--- config.mk ---
export PLATFORM = sky130hd
export DESIGN_NAME = prng_ctrl
export DESIGN_NICKNAME = d
export VERILOG_FILES = /design/src/rtl/prng_pkg.sv /design/src/rtl/prng_tcnt.sv /design/src/rtl/prng_sreg.sv /design/src/rtl/prng_nvbuf.sv /design/src/rtl/prng_ctrl.sv
export SDC_FILE = /design/constraint.sdc
export NUM_CORES = 1
export LEC_CHECK = 0
export BUFFER_PORTS_ARGS = -buffer_cell sky130_fd_sc_hd__buf_2
export CAP_MARGIN = 25
export CELL_PAD_IN_SITES_DETAIL_PLACEMENT = 0
export CELL_PAD_IN_SITES_GLOBAL_PLACEMENT = 1
export CORE_ASPECT_RATIO = 1.2
export CORE_MARGIN = 2
export CORE_UTILIZATION = 40
export CTS_BUF_LIST = sky130_fd_sc_hd__clkbuf_4 sky130_fd_sc_hd__clkbuf_8
export DETAILED_ROUTE_END_ITERATION = 12
export GPL_ROUTABILITY_DRIVEN = 1
export GPL_TIMING_DRIVEN = 0
export MAX_ROUTING_LAYER = met4
export PLACE_DENSITY_LB_ADDON = 0.1
export SLEW_MARGIN = 20
export SYNTH_ARGS = -nofsm -noshare
export SYNTH_HDL_FRONTEND = slang
export SYNTH_SLANG_ARGS = --single-unit
--- constraint.sdc ---
create_clock -name clk_i -period 3.98 [get_ports clk_i]
set_input_delay 0.796 -clock clk_i [delete_from_list [all_inputs] [get_ports clk_i]]
set_output_delay 0.796 -clock clk_i [all_outputs]
set_load 0.01 [all_outputs]
--- src/rtl/prng_pkg.sv ---
package prng_pkg;
  localparam int unsigned WORD_W  = 64;
  localparam int unsigned STATE_W = 2 * WORD_W;
  localparam int unsigned ROT_HI  = 13;
  localparam int unsigned ROT_LO  = 29;
  localparam int unsigned NV_AW   = 2;

  typedef enum logic [2:0] {ST_IDLE, ST_GNT, ST_RD, ST_MIX, ST_WR} ctrl_e;
  typedef enum logic [2:0] {S_HOLD, S_MIX, S_SEED, S_LO, S_HI} sop_e;

  function automatic logic [WORD_W-1:0] rotl(input logic [WORD_W-1:0] x, input int unsigned n);
    return (x << n) | (x >> (WORD_W - n));
  endfunction

  function automatic logic [STATE_W-1:0] mix_fn(input logic [STATE_W-1:0] s,
                                                input logic [WORD_W-1:0]  t);
    logic [WORD_W-1:0] a, b, hi_n, lo_n;
    a    = s[STATE_W-1:WORD_W];
    b    = s[WORD_W-1:0];
    hi_n = rotl(a, ROT_HI) ^ (b + t);
    lo_n = rotl(b, ROT_LO) + (a ^ t);
    return {hi_n, lo_n};
  endfunction
endpackage

--- src/rtl/prng_tcnt.sv ---
module prng_tcnt #(
  parameter int unsigned W = prng_pkg::WORD_W
) (
  input  logic         clk_i,
  input  logic         rst_ni,
  input  logic         ld_i,
  input  logic [W-1:0] ld_val_i,
  output logic [W-1:0] t_o
);
  always_ff @(posedge clk_i or negedge rst_ni) begin
    if (!rst_ni)   t_o <= '0;
    else if (ld_i) t_o <= ld_val_i;
    else           t_o <= t_o + {{(W-1){1'b0}}, 1'b1};
  end
endmodule

--- src/rtl/prng_sreg.sv ---
module prng_sreg
  import prng_pkg::*;
(
  input  logic               clk_i,
  input  logic               rst_ni,
  input  sop_e               op_i,
  input  logic [STATE_W-1:0] seed_i,
  input  logic [WORD_W-1:0]  word_i,
  input  logic [WORD_W-1:0]  t_i,
  output logic [STATE_W-1:0] s_o,
  output logic [STATE_W-1:0] mix_o
);
  assign mix_o = mix_fn(s_o, t_i);

  always_ff @(posedge clk_i or negedge rst_ni) begin
    if (!rst_ni) s_o <= '0;
    else begin
      unique case (op_i)
        S_MIX:   s_o <= mix_o;
        S_SEED:  s_o <= seed_i;
        S_LO:    s_o[WORD_W-1:0] <= word_i;
        S_HI:    s_o[STATE_W-1:WORD_W] <= word_i;
        default: s_o <= s_o;
      endcase
    end
  end
endmodule

--- src/rtl/prng_nvbuf.sv ---
module prng_nvbuf
  import prng_pkg::*;
(
  input  logic               clk_i,
  input  logic               rst_ni,
  input  logic               snap_i,
  input  logic [WORD_W-1:0]  t_i,
  input  logic [STATE_W-1:0] s_i,
  input  logic [NV_AW-1:0]   idx_i,
  output logic [WORD_W-1:0]  wdata_o
);
  localparam int unsigned NWORDS = 1 << NV_AW;

  logic [WORD_W-1:0]  buf_t_q;
  logic [STATE_W-1:0] buf_s_q;
  logic [WORD_W-1:0]  words [NWORDS];

  always_ff @(posedge clk_i or negedge rst_ni) begin
    if (!rst_ni) begin
      buf_t_q <= '0;
      buf_s_q <= '0;
    end else if (snap_i) begin
      buf_t_q <= t_i;
      buf_s_q <= s_i;
    end
  end

  // word order: T, S low, S high, flag; flag goes last so a cut write never marks valid
  for (genvar g = 0; g < NWORDS; g++) begin : g_word
    if (g == 0)      begin : g_t  assign words[g] = buf_t_q;                      end
    else if (g == 1) begin : g_lo assign words[g] = buf_s_q[WORD_W-1:0];          end
    else if (g == 2) begin : g_hi assign words[g] = buf_s_q[STATE_W-1:WORD_W];    end
    else             begin : g_fl assign words[g] = {{(WORD_W-1){1'b0}}, 1'b1};   end
  end

  assign wdata_o = words[idx_i];
endmodule

--- src/rtl/prng_ctrl.sv ---
module prng_ctrl
  import prng_pkg::*;
(
  input  logic               clk_i,
  input  logic               rst_ni,
  input  logic               busy_i,
  input  logic               req_i,
  output logic               gnt_o,
  output logic [WORD_W-1:0]  rnd_o,
  input  logic               query_i,
  input  logic               init_i,
  input  logic [STATE_W-1:0] seed_i,
  input  logic               por_i,
  output logic               seq_busy_o,
  output logic               stir_o,
  output logic [WORD_W-1:0]  t_o,
  output logic               nv_req_o,
  output logic               nv_we_o,
  output logic [NV_AW-1:0]   nv_addr_o,
  output logic [WORD_W-1:0]  nv_wdata_o,
  input  logic [WORD_W-1:0]  nv_rdata_i,
  input  logic               nv_done_i
);
  localparam logic [NV_AW-1:0] IDX_LAST = '1;

  ctrl_e              st_q, st_d;
  logic [NV_AW-1:0]   idx_q, idx_d;
  logic               pend_q, pend_d;
  sop_e               s_op;
  logic               t_ld, snap, stir;
  logic [STATE_W-1:0] snap_s, s_q, s_mix;

  always_comb begin
    st_d   = st_q;
    idx_d  = idx_q;
    pend_d = pend_q | query_i;
    s_op   = S_HOLD;
    t_ld   = 1'b0;
    snap   = 1'b0;
    snap_s = seed_i;
    stir   = 1'b0;
    unique case (st_q)
      ST_IDLE: begin
        if (por_i) begin
          st_d  = ST_RD;
          idx_d = '0;
        end else if (init_i) begin
          s_op  = S_SEED;
          snap  = 1'b1;
          st_d  = ST_WR;
          idx_d = '0;
        end else if (req_i) begin
          s_op = S_MIX;
          st_d = ST_GNT;
        end else if (query_i || pend_q) begin
          s_op   = S_MIX;
          pend_d = 1'b0;
        end else if (!busy_i) begin
          s_op = S_MIX;
          stir = 1'b1;
        end
      end
      ST_GNT: st_d = ST_IDLE;
      ST_RD: begin
        if (nv_done_i) begin
          idx_d = idx_q + 1'b1;
          unique case (idx_q)
            2'd0: if (!nv_rdata_i[0]) st_d = ST_IDLE;
            2'd1: t_ld = 1'b1;
            2'd2: s_op = S_LO;
            default: begin
              s_op = S_HI;
              st_d = ST_MIX;
            end
          endcase
        end
      end
      ST_MIX: begin
        s_op   = S_MIX;
        snap   = 1'b1;
        snap_s = s_mix;
        st_d   = ST_WR;
        idx_d  = '0;
      end
      ST_WR: begin
        if (nv_done_i) begin
          idx_d = idx_q + 1'b1;
          if (idx_q == IDX_LAST) st_d = ST_IDLE;
        end
      end
      default: st_d = ST_IDLE;
    endcase
  end

  always_ff @(posedge clk_i or negedge rst_ni) begin
    if (!rst_ni) begin
      st_q   <= ST_RD;
      idx_q  <= '0;
      pend_q <= 1'b0;
    end else begin
      st_q   <= st_d;
      idx_q  <= idx_d;
      pend_q <= pend_d;
    end
  end

  prng_tcnt #(.W(WORD_W)) u_tcnt (
    .clk_i   (clk_i),
    .rst_ni  (rst_ni),
    .ld_i    (t_ld),
    .ld_val_i(nv_rdata_i),
    .t_o     (t_o)
  );

  prng_sreg u_sreg (
    .clk_i (clk_i),
    .rst_ni(rst_ni),
    .op_i  (s_op),
    .seed_i(seed_i),
    .word_i(nv_rdata_i),
    .t_i   (t_o),
    .s_o   (s_q),
    .mix_o (s_mix)
  );

  prng_nvbuf u_nvbuf (
    .clk_i  (clk_i),
    .rst_ni (rst_ni),
    .snap_i (snap),
    .t_i    (t_o),
    .s_i    (snap_s),
    .idx_i  (idx_q),
    .wdata_o(nv_wdata_o)
  );

  // read order is flag first, then T, S low, S high: address = idx - 1
  assign nv_req_o   = (st_q == ST_RD) || (st_q == ST_WR);
  assign nv_we_o    = (st_q == ST_WR);
  assign nv_addr_o  = (st_q == ST_RD) ? idx_q - 1'b1 : idx_q;
  assign seq_busy_o = (st_q == ST_RD) || (st_q == ST_MIX) || (st_q == ST_WR);
  assign gnt_o      = (st_q == ST_GNT);
  assign rnd_o      = s_q[STATE_W-1:WORD_W];
  assign stir_o     = stir;
endmodule

Word level (Yosys, flattened, before mapping) --
Cells that the tools add are included. Widths: inputs -> output; s select.
Storage, ports and cells: bits of input ports 200, register bits after elaboration 390, output and inout port bits 199, word-level logic and storage cells 99
Cells by class: multiplexer cells 46, equality and inequality tests 19, add/subtract/negate cells 5, magnitude comparators 1, bitwise gates (word level) 6, reductions and logical operators 14
Operators by type and width (number):
- $pmux 64 s3 | 2
- $mux 64 | 3
- $add 64x64->64 | 2
- $bmux 64 s2 | 1
- $mux 128 | 1
- $xor 64x64->64 | 2
- $add 64x1->64 const B | 1
- $or 64x13->64 | 1
- $or 64x29->64 | 1
- $mux 3 | 8
- $mux 1 | 19
- $eq 3x2->1 const B | 4
- $mux 2 | 6
- $pmux 3 s2 | 2
- $pmux 3 s4 | 1
- $pmux 3 s3 | 1
- $reduce_bool 3->1 | 3
- $eq 3x1->1 const B | 2
- $eq 3x3->1 const B | 2
- $ne 2x1->1 const B | 3
- $ne 3x3->1 const B | 2
- $pmux 2 s3 | 1
- $reduce_and 6->1 | 1
- $reduce_or 2->1 | 3
- 14 further kinds | 19

Depth between registers and ports, before layout --
word-level depth 8, mapped depth 14, mapped depth without buffers 14

Modules after synthesis --
A second synthesis with hierarchy kept.
Second synthesis, totals: cells, all modules 3302, area total of the unflattened synthesis 30330.3 um^2
Modules (own cells, without submodules):
- prng_sreg | seq. area each 3203.1 um^2, area an instance 15791.4 um^2, times used 1, cells an instance 2092
- prng_nvbuf | seq. area each 4804.6 um^2, area an instance 8500.7 um^2, times used 1, cells an instance 556
- prng_tcnt | seq. area each 1601.5 um^2, area an instance 3861.2 um^2, times used 1, cells an instance 454
- prng_ctrl | seq. area each 151.4 um^2, area an instance 2177.1 um^2, times used 1, cells an instance 200

Worst setup path after synthesis --
No wires, ideal clock.
path type register -> register, from register u_tcnt.t_o[0], to register u_sreg.s_o[40], setup slack 0.735 ns, required time 3.851 ns, setup time 0.129 ns, clock period less this slack 3.245 ns, buffers on the path 0, arrival time 3.116 ns, cell stages (with the launch flop) 15, path through dfrtp_1 xor2_1 ha_1 inv_1 fa_1 nor2b_4 o31a_1 o31ai_2 o211ai_2 a211oi_4 o21bai_2 a221oi_2 xnor2_1 a222oi_1 o21ai_1
On the way: cells in the longest elaborated chain, start to end 3
Ends and longest elaborated chain:
- start, declared | RTL line prng_tcnt.sv:8 | output logic [W-1:0] t_o
- start signal, assigned | RTL line prng_tcnt.sv:12 | else if (ld_i) t_o <= ld_val_i;
- start signal, assigned | RTL line prng_tcnt.sv:13 | else t_o <= t_o + {{(W-1){1'b0}}, 1'b1};
- $xor 64x64->64 | RTL line prng_pkg.sv:21 | lo_n = rotl(b, ROT_LO) + (a ^ t);
- $add 64x64->64 | RTL line prng_pkg.sv:21
- $pmux 64 s3 | RTL line prng_sreg.sv:18 | unique case (op_i)
- end signal, assigned | RTL line prng_sreg.sv:19 | S_MIX: s_o <= mix_o;
- end signal, assigned | RTL line prng_sreg.sv:20 | S_SEED: s_o <= seed_i;
- end signal, assigned by index | RTL line prng_sreg.sv:21 | S_LO: s_o[WORD_W-1:0] <= word_i;
- end, declared | RTL line prng_sreg.sv:10 | output logic [STATE_W-1:0] s_o,
No other way between the ends. A chain may end at the register's enable or synchronous reset.

Worst setup path after layout --
from register u_tcnt.t_o[7], to register u_tcnt.t_o[63]
On the way: cells in the longest elaborated chain, start to end 2
Ends and longest elaborated chain (RTL line):
- $add 64x1->64 | prng_tcnt.sv:13
- $mux 64 | prng_tcnt.sv:12
No other way between the ends.

==> flow_summary.ini <==
[placed_design]
finalWeightedCongestion = 1.027
dpl_cell_area_mm2 = 0.03241
dpl.hpwl_um = 131600
port_buffers = 398

[cells_and_area]
nNetsFinal = 4382
seqCellArea_mm2 = 0.009784
multiInputGateArea_mm2 = 0.01803
area_growth_pct = 20.54
drive_gt1_share_pct = 21.71
final_cell_area_mm2 = 0.03481
fillers = 7239

[die]
io_pins = 399
start_util_pct = 40.54
core_area_mm2 = 0.07122
rows = 107
die_h_um = 298.3
die_area_mm2 = 0.07437
die_w_um = 249.3

[yosys]
seq_area_frac_synth_pct = 33.80
synth-xor-area-share_pct = 9.433
synth_fp_nets = 3873
synth_compound_area_share_pct = 21.79
synth_top_family_by_area = compound AO/OA/AOI/OAI gates
synth.cell_area_mm2 = 0.02888
synth_edf_count = 0
synthTopCellsByArea = dfrtp_1 34%, nand2_1 8.6%, ha_1 6.0%
synth_seq_cells = 390
synthMuxAreaShare_pct = 4.840
synthSimpleGateAreaFrac_pct = 18.64
synth_cell_types = 89
yosysTopAreaCell = dfrtp_1
yosys_warnings = 0
postSynthCellCount = 3533
synthFlopType = dfrtp_1
synth-adder-area-share_pct = 6.118
ys_async_sr_fraction_pct = 100.0
synth_top_area_share_pct = 33.71
avgSynthCellArea_um2 = 8.173

[grt]
grt_pass1_vias = 30050
grt-ovfl-total = 0
met2_usage_pct = 70.72
track_usage_pct = 44.49
grt_use_met3_pct = 8.910
grt_start_max_net_pins = 91
grtUsageMet1_pct = 52.13
busiest_layer = met2
grt_first_pass_wirelength_um = 227700
antenna_found_initial = 14

[setup_path]
critPathKind = flip-flop to flip-flop
critPathArrivalTime_ns = 4.58
rrSetupSlack_ns = -0.05
crit_fanout = 8
endpoint_kind = flip-flop
worstPathRequired_ns = 4.53
r2r_cells = 11
timing.rr.start = u_tcnt.t_o[7]
critPathLaunchType = flip-flop
r2r-end = u_tcnt.t_o[63]

[timing]
min_period_over_period_pct = 101.3
setup_slack_ns = -0.05075
fin_skew_ns = 0.04779
rsz0062_at_grt = yes
fmaxAchievable_mhz = 248.1
max_slew_margin_pct = 19.19
hold_viol_final = 0
setup_viol = 2
finalCriticalPeriod_ns = 4.031
slew_violations = 0
worst_slew_pin_slew_ns = 1.212

[min_path]
holdCritStartpoint = nv_rdata_i[40]
min_to = u_tcnt.t_o[40]
hp-class = primary input to flip-flop
min_path_cells = 3

[drt]
ant_nets = 0
viasPerCell = 6.202
vias = 31300
first_pass_iters = 12
drt_iter0_drc = 3515
drcViolationCount = 1
wl_um = 165000
wire_per_inst_um = 32.69

[clock_network]
clk_pin_slew_ns = 0.07
cts_max_path_buffers = 3
cts_buffers = 76
cts_tree = built
clock-sinks = 390
ctsHtreeMaxLevel = 3
clk_latency_ns = 0.74
clock-root-buffer = clkbuf_8

[job]
cap_violations = 0

[run_status]
status = complete, but fails checks
failed_checks = design-rule violations, negative setup slack
==> synthesized netlist by cell type, types with 27 or more instances <==
cell	n
nor3_1	38
o21ai_0	309
o21bai_1	27
xnor2_1	151
a21o_1	65
and3_1	60
a21oi_1	212
xor2_1	160
ha_1	138
clkbuf_1	171
mux2i_1	71
nand4_1	53
nand2_1	663
nor2_1	250
a31oi_1	126
nand3_1	72
mux2_2	61
a222oi_1	47
inv_1	49
dfrtp_1	389
buf_2	31
buf_4	66
==> worst max-delay path: stages (launching register included) <==
cell and delay (ns):
dfrtp_1 0.55, nand3_1 0.30, nor3_1 0.45, buf_2 0.29, nand2_1 0.31, nor4_4 0.58
nand2_1 0.25, nor2_2 0.57, nand2_1 0.16, nor2_1 0.18, xnor2_1 0.13, o21ai_0 0.08
==> state kept, by name, indices dropped and copies added (netlist names) <==
register	flops
st_q	3
idx_q	2
u_nvbuf.buf_s_q	128
u_sreg.s_o	128
pend_q	1
u_tcnt.t_o	64
u_nvbuf.buf_t_q	64
==> routing by layer <==
metal  share of wire (%)  up-vias  routed length (um)
met5                   0        -                   0
met4                 7.0        0               11500
met3                 8.1      421               13350
met2                  46     1746               76350
met1                  39    15510               63790
li1                    -    13620                   -
==> cells in the final DEF (no fill, tap or decap), types with 27 or more instances in the layout <==
cell type / n
nand2_1: 661
buf_2: 430
dfrtp_1: 370
o21ai_0: 303
nor2_1: 246
a21oi_1: 208
xor2_1: 152
xnor2_1: 142
ha_1: 137
clkbuf_1: 125
a31oi_1: 124
clkbuf_8: 95
buf_4: 89
mux2i_1: 71
nand3_1: 71
a21o_1: 65
mux2_2: 61
and3_1: 60
nand4_1: 53
inv_1: 49
a222oi_1: 47
clkbuf_2: 37
nor3_1: 33
clkbuf_4: 32
o21bai_1: 27
==> cells by family after synthesis <==
family,Yosys count
buffers and inverters,337
and+or+nand+nor,1232
adders and majority gates,140
DFF,390
xor gates and xnor gates,311
muxes,132
AOI/OAI and AO/OA,991
==> worst max path at each step <==
stage                    startpoint              endpoint  slack (ns)  depth (start not counted)
floorplan             u_tcnt.t_o[0]        u_sreg.s_o[40]        0.73                         14
detailed placement    u_tcnt.t_o[8]        u_tcnt.t_o[54]       -0.82                         11
CTS                  u_sreg.s_o[28]  u_nvbuf.buf_s_q[125]      0.0005                         13
finish                u_tcnt.t_o[7]        u_tcnt.t_o[63]       -0.05                         11
global route        u_sreg.s_o[108]        u_sreg.s_o[55]       -0.05                         12
global placement             rst_ni        u_sreg.s_o[93]       -6.25                          1
==> repair_timing <==
action | 4_1_cts | 5_1_grt
endpoints found under the setup margin | 202 | 193
pin swaps | 6 | 15
hold buffers | 1 | 0
gates resized for setup | 63 | 74
hold endpoints to repair | 40 | 0
setup buffers | 6 | 14
==> metrics by stage <==
| step | TNS (ns) | hold WS (ns) | utilization, % | worst slack, ns | instances |
|---|---|---|---|---|---|
| floorplan | 0 | 0.4492 | - | 0.7350 | 3533 |
| global route | -0.09750 | 0.3468 | 48.84 | -0.04974 | 5037 |
| global placement | -2728.40 | 0.4630 | 44.97 | -6.251 | 4857 |
| finish | -0.05285 | 0.3196 | 48.87 | -0.05075 | 5047 |
| CTS | 0 | 0.3026 | 48.30 | 0.0004547 | 5015 |
| detailed placement | -46.36 | 0.4748 | 45.50 | -0.8164 | 4875 |
==> final cells by class <==
type                    instances  share of cell area (%)
inverters                      49                  0.5284
clock buffers                 123                   4.360
multi-input cells            2806                   51.81
diodes                         21                  0.1510
clock inverters                13                  0.4565
well taps                     926                   3.329
repair buffers                438                   7.121
flip-flops and latches        390                   28.11
plain buffers                 281                   4.130
Power is not shown: default switching activity piles up to over one toggle a cycle in this logic, so the estimate is an artifact.
